File: config.mk
export PLATFORM = sky130hd
export DESIGN_NAME = sat_freq_classifier
export DESIGN_NICKNAME = d
export VERILOG_FILES = /design/src/rtl/sat_cls_pkg.sv /design/src/rtl/sat_sync_edge.sv /design/src/rtl/sat_gate_timer.sv /design/src/rtl/sat_edge_counter.sv /design/src/rtl/sat_band_decode.sv /design/src/rtl/sat_freq_classifier.sv
export SDC_FILE = /design/constraint.sdc
export NUM_CORES = 1
export LEC_CHECK = 0
export CAP_MARGIN = 20
export CORE_ASPECT_RATIO = 0.8
export CORE_MARGIN = 2
export CORE_UTILIZATION = 44
export CTS_BUF_LIST = sky130_fd_sc_hd__clkbuf_4
export DETAILED_ROUTE_END_ITERATION = 8
export MAX_ROUTING_LAYER = met4
export PLACE_DENSITY = 0.63
export SLEW_MARGIN = 20
export SYNTH_ARGS = -nofsm -noshare
export SYNTH_HDL_FRONTEND = slang
export SYNTH_SLANG_ARGS = --single-unit
File: constraint.sdc
create_clock -name clk -period 4 [get_ports clk]
set_input_delay 0.8 -clock clk [delete_from_list [all_inputs] [get_ports clk]]
set_output_delay 0.8 -clock clk [all_outputs]
set_load 0.05 [all_outputs]
File: src/rtl/sat_cls_pkg.sv
package sat_cls_pkg;

    typedef enum logic [1:0] {
        TONE_LOW  = 2'b00,
        TONE_MID  = 2'b01,
        TONE_HIGH = 2'b10,
        TONE_NONE = 2'b11
    } tone_code_e;

    typedef struct packed {
        tone_code_e status;
        logic       done;
        logic       irq;
    } cls_state_t;

    // Smallest edge count whose scaled frequency reaches hz.
    function automatic longint unsigned hz_to_edges(
        input longint unsigned hz,
        input longint unsigned gate_cycles,
        input longint unsigned ref_hz
    );
        return (hz * gate_cycles + ref_hz - 64'd1) / ref_hz;
    endfunction

endpackage

File: src/rtl/sat_sync_edge.sv
module sat_sync_edge (
    input  logic clk,
    input  logic rst_n,
    input  logic tone_i,
    output logic rise_o
);
    typedef struct packed {
        logic meta;
        logic sync;
        logic prev;
    } sync_t;

    sync_t s_d, s_q;

    always_comb begin
        s_d.meta = tone_i;
        s_d.sync = s_q.meta;
        s_d.prev = s_q.sync;
    end

    always_ff @(posedge clk) begin
        if (!rst_n) s_q <= '0;
        else        s_q <= s_d;
    end

    assign rise_o = s_q.sync & ~s_q.prev;
endmodule

File: src/rtl/sat_gate_timer.sv
module sat_gate_timer #(
    parameter int unsigned GATE_CYCLES = 1000000,
    parameter int unsigned TMR_W       = $clog2(GATE_CYCLES)
) (
    input  logic clk,
    input  logic rst_n,
    output logic last_o
);
    localparam logic [TMR_W-1:0] LAST_CNT = TMR_W'(GATE_CYCLES - 1);

    logic [TMR_W-1:0] cnt_d, cnt_q;

    assign last_o = (cnt_q == LAST_CNT);

    always_comb begin
        cnt_d = last_o ? '0 : cnt_q + 1'b1;
    end

    always_ff @(posedge clk) begin
        if (!rst_n) cnt_q <= '0;
        else        cnt_q <= cnt_d;
    end
endmodule

File: src/rtl/sat_edge_counter.sv
module sat_edge_counter #(
    parameter int unsigned CNT_W = 20
) (
    input  logic             clk,
    input  logic             rst_n,
    input  logic             rise_i,
    input  logic             last_i,
    output logic [CNT_W-1:0] total_o
);
    logic [CNT_W-1:0] acc_d, acc_q;

    // Includes an edge arriving in the closing cycle of the window.
    assign total_o = acc_q + CNT_W'(rise_i);

    always_comb begin
        acc_d = last_i ? '0 : total_o;
    end

    always_ff @(posedge clk) begin
        if (!rst_n) acc_q <= '0;
        else        acc_q <= acc_d;
    end
endmodule

File: src/rtl/sat_band_decode.sv
module sat_band_decode
    import sat_cls_pkg::*;
#(
    parameter int unsigned     CNT_W  = 20,
    parameter longint unsigned THR_LO = 5955,
    parameter longint unsigned THR_M  = 5985,
    parameter longint unsigned THR_H  = 6015,
    parameter longint unsigned THR_UP = 6046
) (
    input  logic [CNT_W-1:0] count_i,
    output tone_code_e       code_o
);
    logic [63:0] cnt64;
    assign cnt64 = 64'(count_i);

    always_comb begin
        if (cnt64 < THR_LO)      code_o = TONE_NONE;
        else if (cnt64 < THR_M)  code_o = TONE_LOW;
        else if (cnt64 < THR_H)  code_o = TONE_MID;
        else if (cnt64 < THR_UP) code_o = TONE_HIGH;
        else                     code_o = TONE_NONE;
    end
endmodule

File: src/rtl/sat_freq_classifier.sv
module sat_freq_classifier
    import sat_cls_pkg::*;
#(
    parameter int unsigned REF_HZ       = 1000000,
    parameter int unsigned GATE_CYCLES  = 1000000,
    parameter int unsigned LOW_MIN_HZ   = 5955,
    parameter int unsigned MID_MIN_HZ   = 5985,
    parameter int unsigned HIGH_MIN_HZ  = 6015,
    parameter int unsigned HIGH_MAX_HZ  = 6045
) (
    input  logic       clk,
    input  logic       rst_n,
    input  logic       tone_in,
    input  logic       irq_mask,
    output logic [1:0] sat_status,
    output logic       sat_irq
);
    localparam int unsigned MAX_EDGES = GATE_CYCLES / 2 + 1;
    localparam int unsigned CNT_W     = $clog2(MAX_EDGES + 1);
    localparam int unsigned TMR_W     = $clog2(GATE_CYCLES);

    localparam longint unsigned THR_LO = hz_to_edges(64'(LOW_MIN_HZ),      64'(GATE_CYCLES), 64'(REF_HZ));
    localparam longint unsigned THR_M  = hz_to_edges(64'(MID_MIN_HZ),      64'(GATE_CYCLES), 64'(REF_HZ));
    localparam longint unsigned THR_H  = hz_to_edges(64'(HIGH_MIN_HZ),     64'(GATE_CYCLES), 64'(REF_HZ));
    localparam longint unsigned THR_UP = hz_to_edges(64'(HIGH_MAX_HZ + 1), 64'(GATE_CYCLES), 64'(REF_HZ));

    logic             tone_rise;
    logic             win_last;
    logic [CNT_W-1:0] edge_total;
    tone_code_e       band_code;
    cls_state_t       st_d, st_q;

    sat_sync_edge u_sync (
        .clk    (clk),
        .rst_n  (rst_n),
        .tone_i (tone_in),
        .rise_o (tone_rise)
    );

    sat_gate_timer #(
        .GATE_CYCLES (GATE_CYCLES),
        .TMR_W       (TMR_W)
    ) u_timer (
        .clk    (clk),
        .rst_n  (rst_n),
        .last_o (win_last)
    );

    sat_edge_counter #(
        .CNT_W (CNT_W)
    ) u_count (
        .clk     (clk),
        .rst_n   (rst_n),
        .rise_i  (tone_rise),
        .last_i  (win_last),
        .total_o (edge_total)
    );

    sat_band_decode #(
        .CNT_W  (CNT_W),
        .THR_LO (THR_LO),
        .THR_M  (THR_M),
        .THR_H  (THR_H),
        .THR_UP (THR_UP)
    ) u_decode (
        .count_i (edge_total),
        .code_o  (band_code)
    );

    always_comb begin
        st_d      = st_q;
        st_d.done = win_last;
        if (win_last) st_d.status = band_code;
        st_d.irq  = st_q.done & ~irq_mask;
    end

    always_ff @(posedge clk) begin
        if (!rst_n) begin
            st_q.status <= TONE_NONE;
            st_q.done   <= 1'b0;
            st_q.irq    <= 1'b0;
        end else begin
            st_q <= st_d;
        end
    end

    assign sat_status = st_q.status;
    assign sat_irq    = st_q.irq;
endmodule

## Word level (Yosys, flattened, before mapping)

Cells that the tools add are included.

| storage, ports and cells | value |
|---|---|
| register bits | 46 |
| bits of input ports | 4 |
| output and inout bits | 3 |
| logic and storage cells | 25 |

| operators by class | value |
|---|---|
| $add $sub $neg | 2 |
| $lt $le $gt $ge | 4 |
| equal/unequal tests | 1 |
| multiplexer cells | 4 |
| bitwise logic cells | 5 |
| reduce and logical (&&, ||, !) cells | 1 |

Operators by type and width:

| cell | number |
|---|---|
| 19-bit by 13-bit < comparator with 1-bit output, second input constant | 4 |
| 20-bit by 1-bit adder with 20-bit output, second input constant | 1 |
| 20-bit == test, second input constant | 1 |
| 19-bit by 1-bit adder with 19-bit output | 1 |
| 2-bit two-way mux | 3 |
| 1-bit inverter | 3 |
| 1-bit bitwise AND | 2 |
| 2-bit OR reduction | 1 |
| 1-bit two-way mux | 1 |

## Depth between registers and ports, before layout

| depth | value |
|---|---|
| depth after elaboration | 8 |
| mapped depth | 12 |
| depth with buffers taken out | 10 |

## Cells and area by module

Synthesis repeated with hierarchy kept, for this count alone.

| unflattened totals | value |
|---|---|
| cells, all modules | 248 |
| area total of the unflattened synthesis | 2222.1 um2 |

Modules (own cells, without submodules):

| module | times used | cells an instance | area an instance (um2) | sequential area each (um2) |
|---|---|---|---|---|
| sat_gate_timer | 1 | 109 | 944.7 | 400.4 |
| sat_edge_counter | 1 | 102 | 919.6 | 380.4 |
| sat_freq_classifier | 1 | 12 | 138.9 | 80.1 |
| sat_band_decode | 1 | 18 | 126.4 | 0.0 |
| sat_sync_edge | 1 | 7 | 92.6 | 60.1 |

## Worst setup path before layout

Ideal clock, no wire load.

| path | value |
|---|---|
| path type | reg2reg |
| start | register u_sync.s_q, in the netlist u_sync.s_d[0] |
| end | register st_q, in the netlist sat_status[1] |
| arrival time | 2.230 ns |
| data required time | 3.878 ns |
| slack | 1.648 ns |
| stages on the path, launching flop included | 13 |
| period minus slack after synthesis | 2.352 ns |
| cell sequence | dfxtp_1 -> nor2b_1 -> ha_1 -> ha_1 -> buf_2 -> and2_1 -> buf_2 -> nand4_1 -> xor2_1 -> a31o_2 -> a21oi_1 -> o21ai_0 -> o32a_1 |

| between the ends | value |
|---|---|
| cells in the longest elaborated chain, start to end | 6 |
| elaborated cells on any way between the ends | 8 |
| classes of those cells | add/sub (1); order compare (3); mux (3); bitwise (1) |

RTL lines:

| what | RTL line | source |
|---|---|---|
| start, declared | sat_sync_edge.sv:13 | `sync_t s_d, s_q;` |
| start signal, assigned | sat_sync_edge.sv:22 | `if (!rst_n) s_q <= '0;` |
| start signal, assigned | sat_sync_edge.sv:23 | `else s_q <= s_d;` |
| 1-bit bitwise AND * | sat_sync_edge.sv:26 | `assign rise_o = s_q.sync & ~s_q.prev;` |
| 19-bit by 1-bit adder with 19-bit output * | sat_edge_counter.sv:13 | `assign total_o = acc_q + CNT_W'(rise_i);` |
| 19-bit by 13-bit < comparator with 1-bit output | sat_band_decode.sv:19 | `else if (cnt64 < THR_H) code_o = TONE_MID;` |
| 2-bit two-way mux | sat_band_decode.sv:19 |  |
| 2-bit two-way mux | sat_band_decode.sv:18 | `else if (cnt64 < THR_M) code_o = TONE_LOW;` |
| 2-bit two-way mux * | sat_band_decode.sv:17 | `if (cnt64 < THR_LO) code_o = TONE_NONE;` |
| end signal, assigned | sat_freq_classifier.sv:83 | `st_q <= st_d;` |
| end, declared | sat_freq_classifier.sv:31 | `cls_state_t st_d, st_q;` |

Every way passes the cells marked *; elsewhere a longest branch is shown, timed or not.
A chain may end at the register's enable or synchronous reset.

## Worst setup path after layout

Same ends and word-level chain as after synthesis.

==> summary.md <==
| Metric | Value |
|---|---|
| Fraction of the yosys area taken by sequential cells | `0.388` |
| Total Power | `711 µW` |
| Buffers added on ports | `6` |
| Overall die height | `69.7 µm` |
| CTS clk-pin slew, worst paths | `0.14 ns` |
| Most area-consuming cells after synthesis | `dfxtp_1 39%, xnor2_1 8.5%, nor2_1 7.8%` |
| Via-per-instance ratio | `5.41` |
| Worst Hold Margin | `0.454 ns` |
| Final Setup Violations | `0` |
| Critical path required time | `~4.3 ns` |
| Type of the worst setup path | `reg -> reg` |
| Met1 layer usage reported by global route | `0.223` |
| Min-delay worst type | `reg -> reg` |
| Half-perimeter wire length after placement | `between 3000 and 4000 µm` |
| Accumulated negative setup slack | `0 ns` |
| Number of instances in the synthesized netlist | `279` |
| Clk Latency, worst-skew pair | `0.37 ns` |
| Number of sinks handled by clock tree synthesis | `between 40 and 50` |
| Worst slew pin tran | `about 0.74 ns` |
| Total wire length after detailed routing | `4580 µm` |
| Maximum number of pins on one net before global-route repair | `22` |
| Crit path largest cell delay | `0.40 ns` |
| Pre-CTS setup slack | `between 1 and 1.5 ns` |
| Reg2Reg Setup Slack | `1.23 ns` |
| Area of the core | `just over 0.005 mm²` |
| Final hold violations | `0` |
| Number of setup buffers added after CTS | `0` |
| Antenna violation net count after detailed routing | `0` |
| Detailed-route DRC error count | `0` |
| Worst path bufs/invs | `0` |
| Global-route layer with the greatest usage | `met2` |
| Crit-path slowest cell | `and2_1` |
| Worst hold endpoint | `u_sync.s_d[0]$_SDFF_PN0_` |
| Total clock buffers created by CTS | `5` |
| GR Util met2 | `0.256` |
| Clock root buffer | `clkbuf_4` |
| Congestion Overflow GR | `0` |
| Smallest setup slack after layout | `1.23 ns` |
| Number of cells on the worst hold path | `1` |
| Crit path top cell by count | `ha_1` |
| Starting DRC count in detailed routing | `58` |
| Final Critical Period | `approximately 2.8 ns` |
| Number of enable-type register cells in the synthesized netlist | `0` |
| Run status | `completed` |
| Top_reg_cell synth | `dfxtp_1` |
| Cell area after synthesis | `0.00237 mm²` |
| Category of the worst setup path launch point | `flop` |
| Post-CTS Resized | `0` |
| Area added between synthesis and finish | `5.38%` |
| FF+latch count, synth | `46` |
| Buffers from clock root to sink, at most | `2` |
| Period Utilization, post-route | `0.693` |
| Share of async-settable or async-resettable flops after synthesis | `0` |
| Depth of the worst register-to-register path | `10` |
| First-pass GRT wire length | `8100 µm` |
| Width of the die | `86.1 µm` |
| Endpoint kind of the worst setup timing path | `flop` |
| Initial antenna violation count | `0` |
| Max cap viols | `0` |
| Hold Buf Count CTS | `0` |
| Post-synthesis net count | `287` |
| Largest delay share family, worst path | `compound AO/OA/AOI/OAI gates` |
| Maximum fanout encountered on the critical timing path | `9` |
| Post-DR wirelength/cell | `13.4 µm` |
| Leakage | `0.894 nW` |
| Core occupancy in the finished layout | `0.491` |
| IR drop worst, VDD | `0.161 mV` |
| Final setup skew | `0.00729 ns` |
| Fraction of final layout cells with drive strength greater than 1 | `0.0750` |
| Distinct cell type count after synthesis | `52` |
| Number of global-route vias before repair | `1,820` |
| ANT cells | `0` |
| Share of the synthesized area in the top cell type | `0.388` |
| Overall Global Routing Usage | `0.172` |
| Std-Cell Rows | `23` |
| Worst setup path start | `u_sync.s_d[0]$_SDFF_PN0_` |
| Total count of max-transition violations in the final report | `0` |
| Cells traversed along the worst timing path | `nor2b_1 -> ha_1 -> ha_1 -> and2_1 -> nand4_1 -> xor2_1 -> a31o_2 -> a21oi_1 -> o21ai_0 -> o32a_1` |
| Crit Reg-Reg Startpoint | `u_sync.s_d[0]$_SDFF_PN0_` |
| Vias after detailed routing | `~1,900` |
| Initial core utilization | `0.466` |
| Relative slew slack | `0.509` |
| Clock tree from TritonCTS | `yes` |
| Yosys warnings | `0` |
| RePlAce Congestion | `~0.84` |
| Capture point of the worst reg-to-reg path | `sat_status[1]$_SDFFE_PN1P_` |
| Unrepaired setup endpoints after global routing | `false` |
| Die area | `0.00600 mm²` |
| Highest Clock Rate | `361 MHz` |
| Met3 usage in global routing | `0.0381` |
| Worst path arrival time | `3.04 ns` |
| Library cell with the largest summed area after synthesis | `dfxtp_1` |
| I/O pin count | `7` |
| H-tree levels | `2` |
| Power per standard cell area | `285 mW/mm²` |
| Per-instance average area after synthesis | `between 8 and 9 µm²` |
| Total Nets Final | `287` |
| Worst hold path startpoint | `u_sync.s_d[1]$_SDFF_PN0_` |
| Detailed Routing Iterations Pass 1 | `4` |
==> power breakdown <==
group          leakage (nW)  total [mW]  switching [mW]  internal [mW]
registers             0.372       0.466         0.00342          0.463
logic                 0.491      0.0197          0.0117        0.00793
clock network        0.0312       0.226           0.157         0.0685
==> stage by stage <==
stage / cell area [µm²] / cells
global route: 2500 / 342
global placement: 2440 / 334
detailed placement: 2440 / 334
floorplan: 2370 / 279
CTS: 2500 / 342
finish: 2500 / 342
==> per-layer routing <==
metal	vias up	share of wire
li1	966	-
met2	27	0.43
met5	-	0
met4	0	0.020
met1	848	0.52
met3	9	0.030
==> cell usage after synthesis, types with 2 or more instances <==
master / n
nor2_1: 49
dfxtp_1: 46
xnor2_1: 23
nand2_1: 19
nand3_1: 14
nand4_1: 12
xor2_1: 12
and3_1: 9
inv_1: 8
and2_1: 7
a21oi_1: 6
buf_2: 6
o21ai_0: 5
buf_4: 4
ha_1: 4
nand2b_1: 4
nor3_1: 4
nor4_1: 4
or3_1: 3
a31o_2: 2
a31oi_1: 2
clkbuf_1: 2
nor2b_1: 2
nor4_2: 2
nor4b_1: 2
o32ai_1: 2
==> placed cells by master (no fill, tap or decap), types with 2 or more instances in the layout <==
cell type	n
clkbuf_4	5
clkdlybuf4s50_1	6
nor2_1	49
nor2b_1	2
nor3_1	4
o32ai_1	2
xnor2_1	23
a31o_2	2
a31oi_1	2
xor2_1	12
nor4_2	2
o21ai_0	5
nor4_1	4
nand2_1	19
nor4b_1	2
nand2b_1	4
or3_1	3
and2_1	7
a21oi_1	6
and3_1	9
dfxtp_1	46
inv_1	8
ha_1	4
nand3_1	14
nand4_1	12
==> flip-flops by register name (all words and copies together) (netlist names) <==
register,count
sat_irq,1
sat_status,2
st_q,1
u_count.acc_q,19
u_sync.s_d,2
u_sync.s_q,1
u_timer.cnt_q,20
==> how the worst max path moves through the flow <==
stage	slack (ns)	cells past startpoint	end
finish	1.23	10	sat_status[1]$_SDFFE_PN1P_
global route	0.95	10	sat_status[1]$_SDFFE_PN1P_
CTS	1.21	10	sat_status[1]$_SDFFE_PN1P_
detailed placement	1.26	10	sat_status[1]$_SDFFE_PN1P_
global placement	1.28	10	sat_status[1]$_SDFFE_PN1P_
floorplan	1.65	12	sat_status[1]$_SDFFE_PN1P_
==> layout make-up <==
class	count	area [µm²]
fillers	490	2590
multi-input cells	211	1350
flip-flops and latches	46	921
well taps	62	77.6
repair buffers	7	67.6
clock buffers	5	37.5
inverters	8	30.0
clock inverters	3	21.3
==> cells by family after synthesis <==
logic type,count (synthesis),synth area share
AO/OA/AOI/OAI,27,0.0786
XOR/XNOR,35,0.129
adder cells (fa/ha/maj),4,0.0211
buffers and inverters,22,0.0448
flip-flops,46,0.388
multiplexers,1,0.00422
AND/OR/NAND/NOR,144,0.334
Power figures use the tool's default switching activity.
